$ cat config.mk
export PLATFORM = sky130hd
export DESIGN_NAME = gpio_atomic_port
export DESIGN_NICKNAME = d
export VERILOG_FILES = /design/src/rtl/gpio_port_pkg.sv /design/src/rtl/gpio_sync.sv /design/src/rtl/gpio_out_regs.sv /design/src/rtl/gpio_irq_unit.sv /design/src/rtl/gpio_atomic_port.sv
export SDC_FILE = /design/constraint.sdc
export NUM_CORES = 1
export LEC_CHECK = 0
export BUFFER_PORTS_ARGS = -buffer_cell sky130_fd_sc_hd__buf_2
export CORE_ASPECT_RATIO = 1.5
export CORE_MARGIN = 1
export CORE_UTILIZATION = 30
export CTS_BUF_LIST = sky130_fd_sc_hd__clkbuf_8
export DETAILED_ROUTE_END_ITERATION = 8
export PLACE_DENSITY = 0.54
export REMOVE_ABC_BUFFERS = 1
export SLEW_MARGIN = 20
export SYNTH_ARGS = -nofsm -noshare
export SYNTH_HDL_FRONTEND = slang
export SYNTH_SLANG_ARGS = --single-unit
$ cat constraint.sdc
create_clock -name clk -period 2.5 [get_ports clk]
set_clock_uncertainty 0.05 [all_clocks]
set_input_delay 0.25 -clock clk [delete_from_list [all_inputs] [get_ports clk]]
set_output_delay 0.25 -clock clk [all_outputs]
set_load 0.02 [all_outputs]
$ cat src/rtl/gpio_port_pkg.sv
package gpio_port_pkg;
  localparam int unsigned SEL_W = 4;

  typedef enum logic [SEL_W-1:0] {
    SEL_DATA  = 4'd0,
    SEL_SET   = 4'd1,
    SEL_CLR   = 4'd2,
    SEL_TGL   = 4'd3,
    SEL_DIR   = 4'd4,
    SEL_INEN  = 4'd5,
    SEL_MSET  = 4'd6,
    SEL_MCLR  = 4'd7,
    SEL_EDGE  = 4'd8,
    SEL_BOTH  = 4'd9,
    SEL_PEND  = 4'd10,
    SEL_OUTV  = 4'd11
  } reg_sel_e;

  typedef struct packed {
    logic data;
    logic set;
    logic clr;
    logic tgl;
    logic dir;
    logic inen;
    logic mset;
    logic mclr;
    logic edge_sel;
    logic both;
    logic pclr;
  } wr_strobe_t;
endpackage

$ cat src/rtl/gpio_sync.sv
module gpio_sync #(
  parameter int unsigned W = 16
) (
  input  logic         clk,
  input  logic         rst_n,
  input  logic [W-1:0] async_in,
  output logic [W-1:0] sync_out
);
  logic [W-1:0] stage1_q;
  logic [W-1:0] stage2_q;

  always_ff @(posedge clk or negedge rst_n) begin
    if (!rst_n) begin
      stage1_q <= '0;
      stage2_q <= '0;
    end else begin
      stage1_q <= async_in;
      stage2_q <= stage1_q;
    end
  end

  assign sync_out = stage2_q;
endmodule

$ cat src/rtl/gpio_out_regs.sv
module gpio_out_regs
  import gpio_port_pkg::*;
#(
  parameter int unsigned W = 16
) (
  input  logic         clk,
  input  logic         rst_n,
  input  wr_strobe_t   st,
  input  logic [W-1:0] wdata,
  output logic [W-1:0] out_q,
  output logic [W-1:0] dir_q,
  output logic [W-1:0] inen_q
);
  // Next output word; clear is applied after set so clear dominates a shared bit.
  function automatic logic [W-1:0] next_out(
    input logic [W-1:0] cur,
    input logic [W-1:0] w,
    input wr_strobe_t   s
  );
    logic [W-1:0] v;
    if (s.data) begin
      v = w;
    end else begin
      v = cur | (s.set ? w : '0);
      v = v & ~(s.clr ? w : '0);
      v = v ^ (s.tgl ? w : '0);
    end
    return v;
  endfunction

  logic [W-1:0] out_nxt;
  assign out_nxt = next_out(out_q, wdata, st);

  always_ff @(posedge clk or negedge rst_n) begin
    if (!rst_n) begin
      out_q  <= '0;
      dir_q  <= '0;
      inen_q <= '0;
    end else begin
      out_q <= out_nxt;
      if (st.dir)  dir_q  <= wdata;
      if (st.inen) inen_q <= wdata;
    end
  end

  AST_SET_HIGH: assert property (@(posedge clk) disable iff (!rst_n)
    st.set |=> ((out_q & $past(wdata)) == $past(wdata)));
  AST_SET_KEEP: assert property (@(posedge clk) disable iff (!rst_n)
    st.set |=> ((out_q & ~$past(wdata)) == ($past(out_q) & ~$past(wdata))));
  AST_CLR_LOW: assert property (@(posedge clk) disable iff (!rst_n)
    st.clr |=> ((out_q & $past(wdata)) == '0));
  AST_TGL_FLIP: assert property (@(posedge clk) disable iff (!rst_n)
    st.tgl |=> (out_q == ($past(out_q) ^ $past(wdata))));
  AST_DATA_LOAD: assert property (@(posedge clk) disable iff (!rst_n)
    st.data |=> (out_q == $past(wdata)));
endmodule

$ cat src/rtl/gpio_irq_unit.sv
module gpio_irq_unit
  import gpio_port_pkg::*;
#(
  parameter int unsigned W = 16
) (
  input  logic         clk,
  input  logic         rst_n,
  input  wr_strobe_t   st,
  input  logic [W-1:0] wdata,
  input  logic [W-1:0] sensed,
  output logic [W-1:0] mask_q,
  output logic [W-1:0] edge_q,
  output logic [W-1:0] both_q,
  output logic [W-1:0] pend_q,
  output logic         irq
);
  // Edge hits: rising always, falling only where both-edge is selected.
  function automatic logic [W-1:0] edge_hits(
    input logic [W-1:0] cur,
    input logic [W-1:0] prev,
    input logic [W-1:0] both
  );
    return (cur & ~prev) | (both & ~cur & prev);
  endfunction

  logic [W-1:0] prev_q;
  logic [W-1:0] edge_ev;
  logic [W-1:0] level_req;
  logic [W-1:0] active;
  logic [W-1:0] pend_nxt;
  logic [W-1:0] mask_nxt;

  assign edge_ev   = edge_hits(sensed, prev_q, both_q) & edge_q;
  assign level_req = sensed & ~edge_q;
  assign pend_nxt  = (pend_q & ~(st.pclr ? wdata : '0)) | edge_ev;
  assign mask_nxt  = (mask_q | (st.mset ? wdata : '0)) & ~(st.mclr ? wdata : '0);
  assign active    = (level_req | pend_q) & mask_q;
  assign irq       = |active;

  always_ff @(posedge clk or negedge rst_n) begin
    if (!rst_n) begin
      prev_q <= '0;
      mask_q <= '0;
      edge_q <= '0;
      both_q <= '0;
      pend_q <= '0;
    end else begin
      prev_q <= sensed;
      mask_q <= mask_nxt;
      pend_q <= pend_nxt;
      if (st.edge_sel) edge_q <= wdata;
      if (st.both)     both_q <= wdata;
    end
  end

  AST_MASK_SET: assert property (@(posedge clk) disable iff (!rst_n)
    st.mset |=> ((mask_q & $past(wdata)) == $past(wdata)));
  AST_MASK_CLR: assert property (@(posedge clk) disable iff (!rst_n)
    st.mclr |=> ((mask_q & $past(wdata)) == '0));
  AST_PEND_HOLD: assert property (@(posedge clk) disable iff (!rst_n)
    !st.pclr |=> ((pend_q & $past(pend_q)) == $past(pend_q)));
  AST_EDGE_WINS: assert property (@(posedge clk) disable iff (!rst_n)
    (|edge_ev) |=> ((pend_q & $past(edge_ev)) == $past(edge_ev)));
  AST_NO_FALL_RISE_ONLY: assert property (@(posedge clk) disable iff (!rst_n)
    ((edge_ev & ~both_q & ~sensed) == '0));
endmodule

$ cat src/rtl/gpio_atomic_port.sv
module gpio_atomic_port
  import gpio_port_pkg::*;
#(
  parameter int unsigned NPINS = 16
) (
  input  logic                     clk,
  input  logic                     rst_n,
  input  logic                     bus_wr,
  input  logic [SEL_W-1:0]         bus_addr,
  input  logic [NPINS-1:0]         bus_wdata,
  output logic [NPINS-1:0]         bus_rdata,
  input  logic [NPINS-1:0]         pin_in,
  output logic [NPINS-1:0]         pin_out,
  output logic [NPINS-1:0]         pin_oe,
  output logic [NPINS-1:0]         pin_ie,
  output logic                     irq
);
  wr_strobe_t       st;
  logic [NPINS-1:0] sync_in;
  logic [NPINS-1:0] out_q, dir_q, inen_q;
  logic [NPINS-1:0] mask_q, edge_q, both_q, pend_q;
  logic [NPINS-1:0] sensed;

  // Sensed level per pin: driven value for outputs, synchronized pad for enabled inputs.
  function automatic logic [NPINS-1:0] sense_level(
    input logic [NPINS-1:0] dir,
    input logic [NPINS-1:0] drv,
    input logic [NPINS-1:0] ien,
    input logic [NPINS-1:0] pad
  );
    return (dir & drv) | (~dir & ien & pad);
  endfunction

  always_comb begin
    st          = '0;
    st.data     = bus_wr && (bus_addr == SEL_DATA);
    st.set      = bus_wr && (bus_addr == SEL_SET);
    st.clr      = bus_wr && (bus_addr == SEL_CLR);
    st.tgl      = bus_wr && (bus_addr == SEL_TGL);
    st.dir      = bus_wr && (bus_addr == SEL_DIR);
    st.inen     = bus_wr && (bus_addr == SEL_INEN);
    st.mset     = bus_wr && (bus_addr == SEL_MSET);
    st.mclr     = bus_wr && (bus_addr == SEL_MCLR);
    st.edge_sel = bus_wr && (bus_addr == SEL_EDGE);
    st.both     = bus_wr && (bus_addr == SEL_BOTH);
    st.pclr     = bus_wr && (bus_addr == SEL_PEND);
  end

  gpio_sync #(.W(NPINS)) u_sync (
    .clk      (clk),
    .rst_n    (rst_n),
    .async_in (pin_in),
    .sync_out (sync_in)
  );

  gpio_out_regs #(.W(NPINS)) u_out (
    .clk    (clk),
    .rst_n  (rst_n),
    .st     (st),
    .wdata  (bus_wdata),
    .out_q  (out_q),
    .dir_q  (dir_q),
    .inen_q (inen_q)
  );

  assign sensed = sense_level(dir_q, out_q, inen_q, sync_in);

  gpio_irq_unit #(.W(NPINS)) u_irq (
    .clk    (clk),
    .rst_n  (rst_n),
    .st     (st),
    .wdata  (bus_wdata),
    .sensed (sensed),
    .mask_q (mask_q),
    .edge_q (edge_q),
    .both_q (both_q),
    .pend_q (pend_q),
    .irq    (irq)
  );

  always_comb begin
    case (bus_addr)
      SEL_DATA: bus_rdata = sensed;
      SEL_DIR:  bus_rdata = dir_q;
      SEL_INEN: bus_rdata = inen_q;
      SEL_MSET: bus_rdata = mask_q;
      SEL_MCLR: bus_rdata = mask_q;
      SEL_EDGE: bus_rdata = edge_q;
      SEL_BOTH: bus_rdata = both_q;
      SEL_PEND: bus_rdata = pend_q;
      SEL_OUTV: bus_rdata = out_q;
      default:  bus_rdata = '0;
    endcase
  end

  assign pin_out = out_q;
  assign pin_oe  = dir_q;
  assign pin_ie  = inen_q;

  AST_IRQ_NEEDS_MASK: assert property (@(posedge clk) disable iff (!rst_n)
    (mask_q == '0) |-> !irq);
  AST_IRQ_NEEDS_SOURCE: assert property (@(posedge clk) disable iff (!rst_n)
    ((sensed == '0) && (pend_q == '0)) |-> !irq);
  AST_SENSE_UNDRIVEN: assert property (@(posedge clk) disable iff (!rst_n)
    ((sensed & ~dir_q & ~inen_q) == '0));
endmodule

======== Yosys cells after proc, flatten, opt, wreduce, memory -nomap -nowiden ========
Index checks and enable logic that the tools add are counted.
operators by class
  add/subtract/negate cells ............... 0
  $mul .................................... 0
  divide/modulo/power cells ............... 0
  order comparisons ....................... 0
  equal/unequal tests ..................... 11
  shift operators ......................... 0
  multiplexer cells ....................... 8
  bitwise logic cells ..................... 26
  reductions and logical operators ........ 14
operators by type and width
  cell                                            number
  bitwise AND 16 bit                              12
  one-hot mux 16 bit (8 select lines)             1
  two-way mux 16 bit                              7
  NOT 16 bit                                      7
  bitwise OR 16 bit                               6
  == test 4 x 3 -> 1 bit (second input constant)  4
  == test 4 bit (second input constant)           4
  OR reduction 16 bit                             1
  bitwise XOR 16 bit                              1
  logical AND 1 bit                               11
  == test 4 x 2 -> 1 bit (second input constant)  2
  == test 4 x 1 -> 1 bit (second input constant)  1
  zero test 4 bit                                 1
  OR reduction 2 bit                              1
word-level totals
  bits in registers ....................... 160
  bits in latches ......................... 0
  RAM bits ................................ 0
  memory bits (read-only) ................. 0
  output and inout port bits .............. 65
  memories kept ........................... 0

======== Depth between registers and ports, before layout ========
  depth in word-level cells ............... 10
  gate-level depth with buffers ........... 9
  depth with buffers taken out ............ 5

======== Cells and area by module ========
From an unflattened synthesis, not the netlist that was laid out.
second synthesis, totals
  cell total of the unflattened synthesis .. 671
  area, all modules ....................... 7468.4 µm²
modules (own cells, without submodules)
  module            times used  cells an instance  area each (µm²)
  gpio_irq_unit     1           271                3205.6
  gpio_out_regs     1           160                2090.8
  gpio_atomic_port  1           208                1371.3
  gpio_sync         1           32                 800.8

======== Worst setup path before layout ========
Ideal clock, no wire load.
  path type ............................... in2out
  start ................................... input port bus_addr[1]
  end ..................................... output port bus_rdata[14]
  arrival time ............................ 1.508 ns
  required time ........................... 2.200 ns
  setup slack ............................. 0.692 ns
  cell stages on the path ................. 6
  path buffers ............................ 3
  cells stage by stage .................... buf_2 and3b_1 buf_2 clkbuf_1 a222oi_1 nand3_1
between the ends
  longest elaborated chain between the ends .. 3
RTL lines
  element                                  RTL line                source
  from (decl)                              gpio_atomic_port.sv:9   input logic [SEL_W-1:0] bus_addr,
  == test 4 x 3 -> 1 bit                   gpio_atomic_port.sv:82  case (bus_addr)
  OR reduction 2 bit (no line)             --
  one-hot mux 16 bit (8 select lines) (*)  gpio_atomic_port.sv:82
  to (decl)                                gpio_atomic_port.sv:11  output logic [NPINS-1:0] bus_rdata,
Mark *: on every way between the ends. The rest lies on a longest branch, timed or not.

======== Final worst setup path ========
  start ................................... register u_out.dir_q[7]
  end ..................................... output port irq
between the ends
  longest elaborated chain between the ends .. 8
RTL lines
  element                           RTL line                source
  from (decl)                       gpio_out_regs.sv:11     output logic [W-1:0] dir_q,
  from (signal assigned)            gpio_out_regs.sv:41     if (st.dir) dir_q <= wdata;
  NOT 16 bit                        gpio_atomic_port.sv:31  return (dir & drv) | (~dir & ien & pad);
  bitwise AND 16 bit (2 in series)  gpio_atomic_port.sv:31
  bitwise OR 16 bit (*)             gpio_atomic_port.sv:31
  bitwise AND 16 bit (*)            gpio_irq_unit.sv:34     assign level_req = sensed & ~edge_q;
  bitwise OR 16 bit (*)             gpio_irq_unit.sv:37     assign active = (level_req | pend_q) & mask_q;
  bitwise AND 16 bit (*)            gpio_irq_unit.sv:37
  OR reduction 16 bit (*)           gpio_irq_unit.sv:38     assign irq = |active;
  to (decl)                         gpio_atomic_port.sv:16  output logic irq
Marks and branches as above.

==> qor.yml <==
run_status:
  status: "finished, final reports clean"
critical_path:
  r2r_start: "u_out.dir_q[13]"
  rr_worst_depth: 3
  crit_slowest_cell: "dfrtp_2"
  crit_required_ps: 2200
  r2r_slack_ps: 1030
  max_stage_delay_ps: 450
  critPathMaxFanout: 5
  arrival_ps: 2090
  reg2reg_to: "u_irq.pend_q[13]"
  endpoint_kind: "output pin"
  crit_path_start_kind: "flop"
  criticalPathCategory: "reg -> out"
  path_cells: "a21oi_2 -> o21ai_1 -> a32o_2 -> nor4bb_4 -> nand4_1 -> buf_6"
power_and_ir_drop:
  peakVddDrop_v: 0.000375
  total_power_uw: 7550
  p_leak_uw: 0.00405
  power_density_mw_per_mm2: 834
cells_and_area:
  drive_above_1_share_pct: 32.4
  layout_common_cells: "dfrtp_1, buf_2, nand2_1, mux2_2, a21oi_1"
  finalInstanceArea_sq_mm: 0.00905
  ff_latch_area_sq_mm: 0.00401
  final_common_cell: "dfrtp_1"
  diodes: 0
  nFillCells: 2387
  num-nets-final: 822
  multiInputGateArea_sq_mm: 0.00313
  area_delta_synth_final_pct: 23.0
yosys:
  ys_ff_latch: 160
  syn_area_per_cell_sq_um: 11.2
  synth_flop_cell: "dfrtp_1"
  yosysTopAreaCellShare_pct: 54.4
  synth_area_leaders: "dfrtp_1, mux2_2, nand2_1"
  ys_warn_count: 0
  synth_edf_count: 0
  async_reset_ff_share_pct: 100
  syn_area_sq_mm: 0.00736
  synth_cells: 655
  yosysUniqueCellTypes: 43
  ys_seq_area_share_pct: 54.4
  yosys.area.top_type: "dfrtp_1"
floorplan:
  design.core.area_sq_mm: 0.0239
  rows: 69
  die_width_microns: 130
  ios: 104
  die_area_sq_mm: 0.0252
  chipHeight_microns: 194
  start_util_pct: 30.8
clocking:
  htreeDepth: 4
  cts_tree: "yes"
  cts_buffers: 17
  clkTransAtPathRegs_ps: 100
  cts_sinks: 160
  clkLatencyLatePin_ps: 470
  cts_max_path_buffers: 2
  clockRootBuffer: "clkbuf_8"
min_path:
  hp-class: "in -> reg"
  worstHoldPathCells: 2
  min_to: "u_out.out_q[14]"
  min_from: "bus_wdata[14]"
placed_design:
  numPortBuffers: 103
  hpwl_mm: 14.9
  gp_routability_congestion: 0.785
  placed_cell_area_sq_mm: 0.00837
global_route:
  antenna_found_initial: 0
  globalRouteTotalUtil_pct: 18.3
  grt_pass1_wl_mm: 34.1
  overflow: 0
  grt_pass1_vias: 5802
  grt_max_degree: 59
sta:
  finalHoldViolCount: 0
  final.period_utilization_pct: 95.6
  worst_pin_slew_ps: 1140
  setup_viol: 0
  rsz0062_at_grt: "true"
  relSlewSlack_pct: 24.1
  slew_violations: 0
  fin_crit_ps: 2390
  fmax_mhz: 419
drt:
  routedWlPerCell_microns: 19.8
  vias_per_cell: 5.25
  ant_nets: 0
  drt-initial-drc-count: 605
  via_count: 5853
  dr.pass1.iters: 9
  drt_drc_violations_left: 0
  wirelength_mm: 22.0
job:
  cap_viol_max_count: 0
power by group:
group | internal (uW) | switching [uW] | leakage [uW]
Combinational | 822 | 955 | 0.00191
Clock | 1100 | 1040 | 0.000201
Sequential | 3120 | 520 | 0.00194
synthesized netlist by cell type (2+ instances only):
| master | instances |
|---|---|
| dfrtp_1 | 160 |
| nand2_1 | 98 |
| mux2_2 | 64 |
| a21oi_1 | 40 |
| a222oi_1 | 32 |
| o21ai_0 | 32 |
| clkbuf_1 | 27 |
| nand2b_1 | 20 |
| a22o_1 | 16 |
| a22oi_1 | 16 |
| mux2i_1 | 16 |
| nand3_1 | 16 |
| or3_1 | 16 |
| and4_1 | 15 |
| buf_2 | 15 |
| nor3_1 | 14 |
| inv_1 | 6 |
| nand3b_1 | 6 |
| a21o_1 | 4 |
| o211ai_1 | 4 |
| and2_1 | 3 |
| buf_4 | 3 |
| nand2_2 | 3 |
| nand2b_4 | 3 |
| a21boi_0 | 2 |
| a221oi_1 | 2 |
| a311oi_1 | 2 |
| a32o_1 | 2 |
| buf_6 | 2 |
| nor3_4 | 2 |
| o21a_1 | 2 |
flip-flops by register name (all words and copies together), names as in the netlist:
register / cells
u_irq.prev_q: 16
u_sync.stage1_q: 16
u_sync.sync_out: 16
u_out.inen_q: 16
u_out.dir_q: 16
u_irq.pend_q: 16
u_out.out_q: 16
u_irq.edge_q: 16
u_irq.both_q: 16
u_irq.mask_q: 16
cell type report:
cell class                 count  area share [%]
clock buffer                  17            2.58
clock inverter                15            2.31
inverter                       6           0.249
multi-input combinational    440            34.6
sequential                   160            44.3
tap                          319            4.41
timing repair buffer         158            11.6
per-stage QoR:
step	TNS, ps	utilization (%)	std cells	hold WS [ps]	worst slack [ps]
floorplan	0	-	606	-95.6	731
global placement	-1620	35.0	1062	212	-103
detailed placement	-1850	35.0	1062	211	-123
CTS	0	37.8	1114	11.8	14.6
global route	-56.7	37.9	1115	49.6	-56.7
finish	0	37.9	1115	37.2	111
routing by layer:
metal | wire [microns] | GRT usage, % | part of all wire, % | vias to the layer above
li1 | - | - | - | 2687
met1 | 9310 | 23.5 | 42 | 2939
met2 | 11100 | 29.9 | 50 | 199
met3 | 1130 | 3.15 | 5.1 | 28
met4 | 500 | 7.84 | 2.3 | 0
met5 | 0 | 0 | 0 | -
worst max-delay path by stage:
stage / cells after the start / end / startpoint
global placement: 5 / u_irq.both_q[0] / bus_addr[2]
detailed placement: 5 / u_irq.both_q[0] / bus_addr[3]
global route: 6 / irq / u_out.dir_q[2]
CTS: 6 / irq / u_out.out_q[14]
floorplan: 5 / irq / u_out.dir_q[7]
finish: 6 / irq / u_out.dir_q[7]
critical path: cells and delay by family (launching register included):
kind                   cells  cell delay [ps]
AOI/OAI and AO/OA          3              480
buffers and inverters      1              180
DFF                        1              450
and+or+nand+nor            2              520
kinds of logic (layout without fill, tap and decap cells):
group,Yosys count,in the layout,share of synthesized area (%)
AO/OA/AOI/OAI,154,154,14.8
multiplexers,80,80,12.0
AND/OR/NAND/NOR,206,206,15.4
buffers and inverters,55,196,3.44
flip-flops,160,160,54.4
what timing repair did:
| action | CTS | global route |
|---|---|---|
| hold endpoints to repair | 71 | 0 |
| setup endpoints to repair | 1 | 1 |
| gates resized for setup | 11 | 6 |
| setup buffers | 3 | 1 |
| pin swaps | 3 | 3 |
| hold buffers | 17 | 0 |
Power figures use the tool's default switching activity.
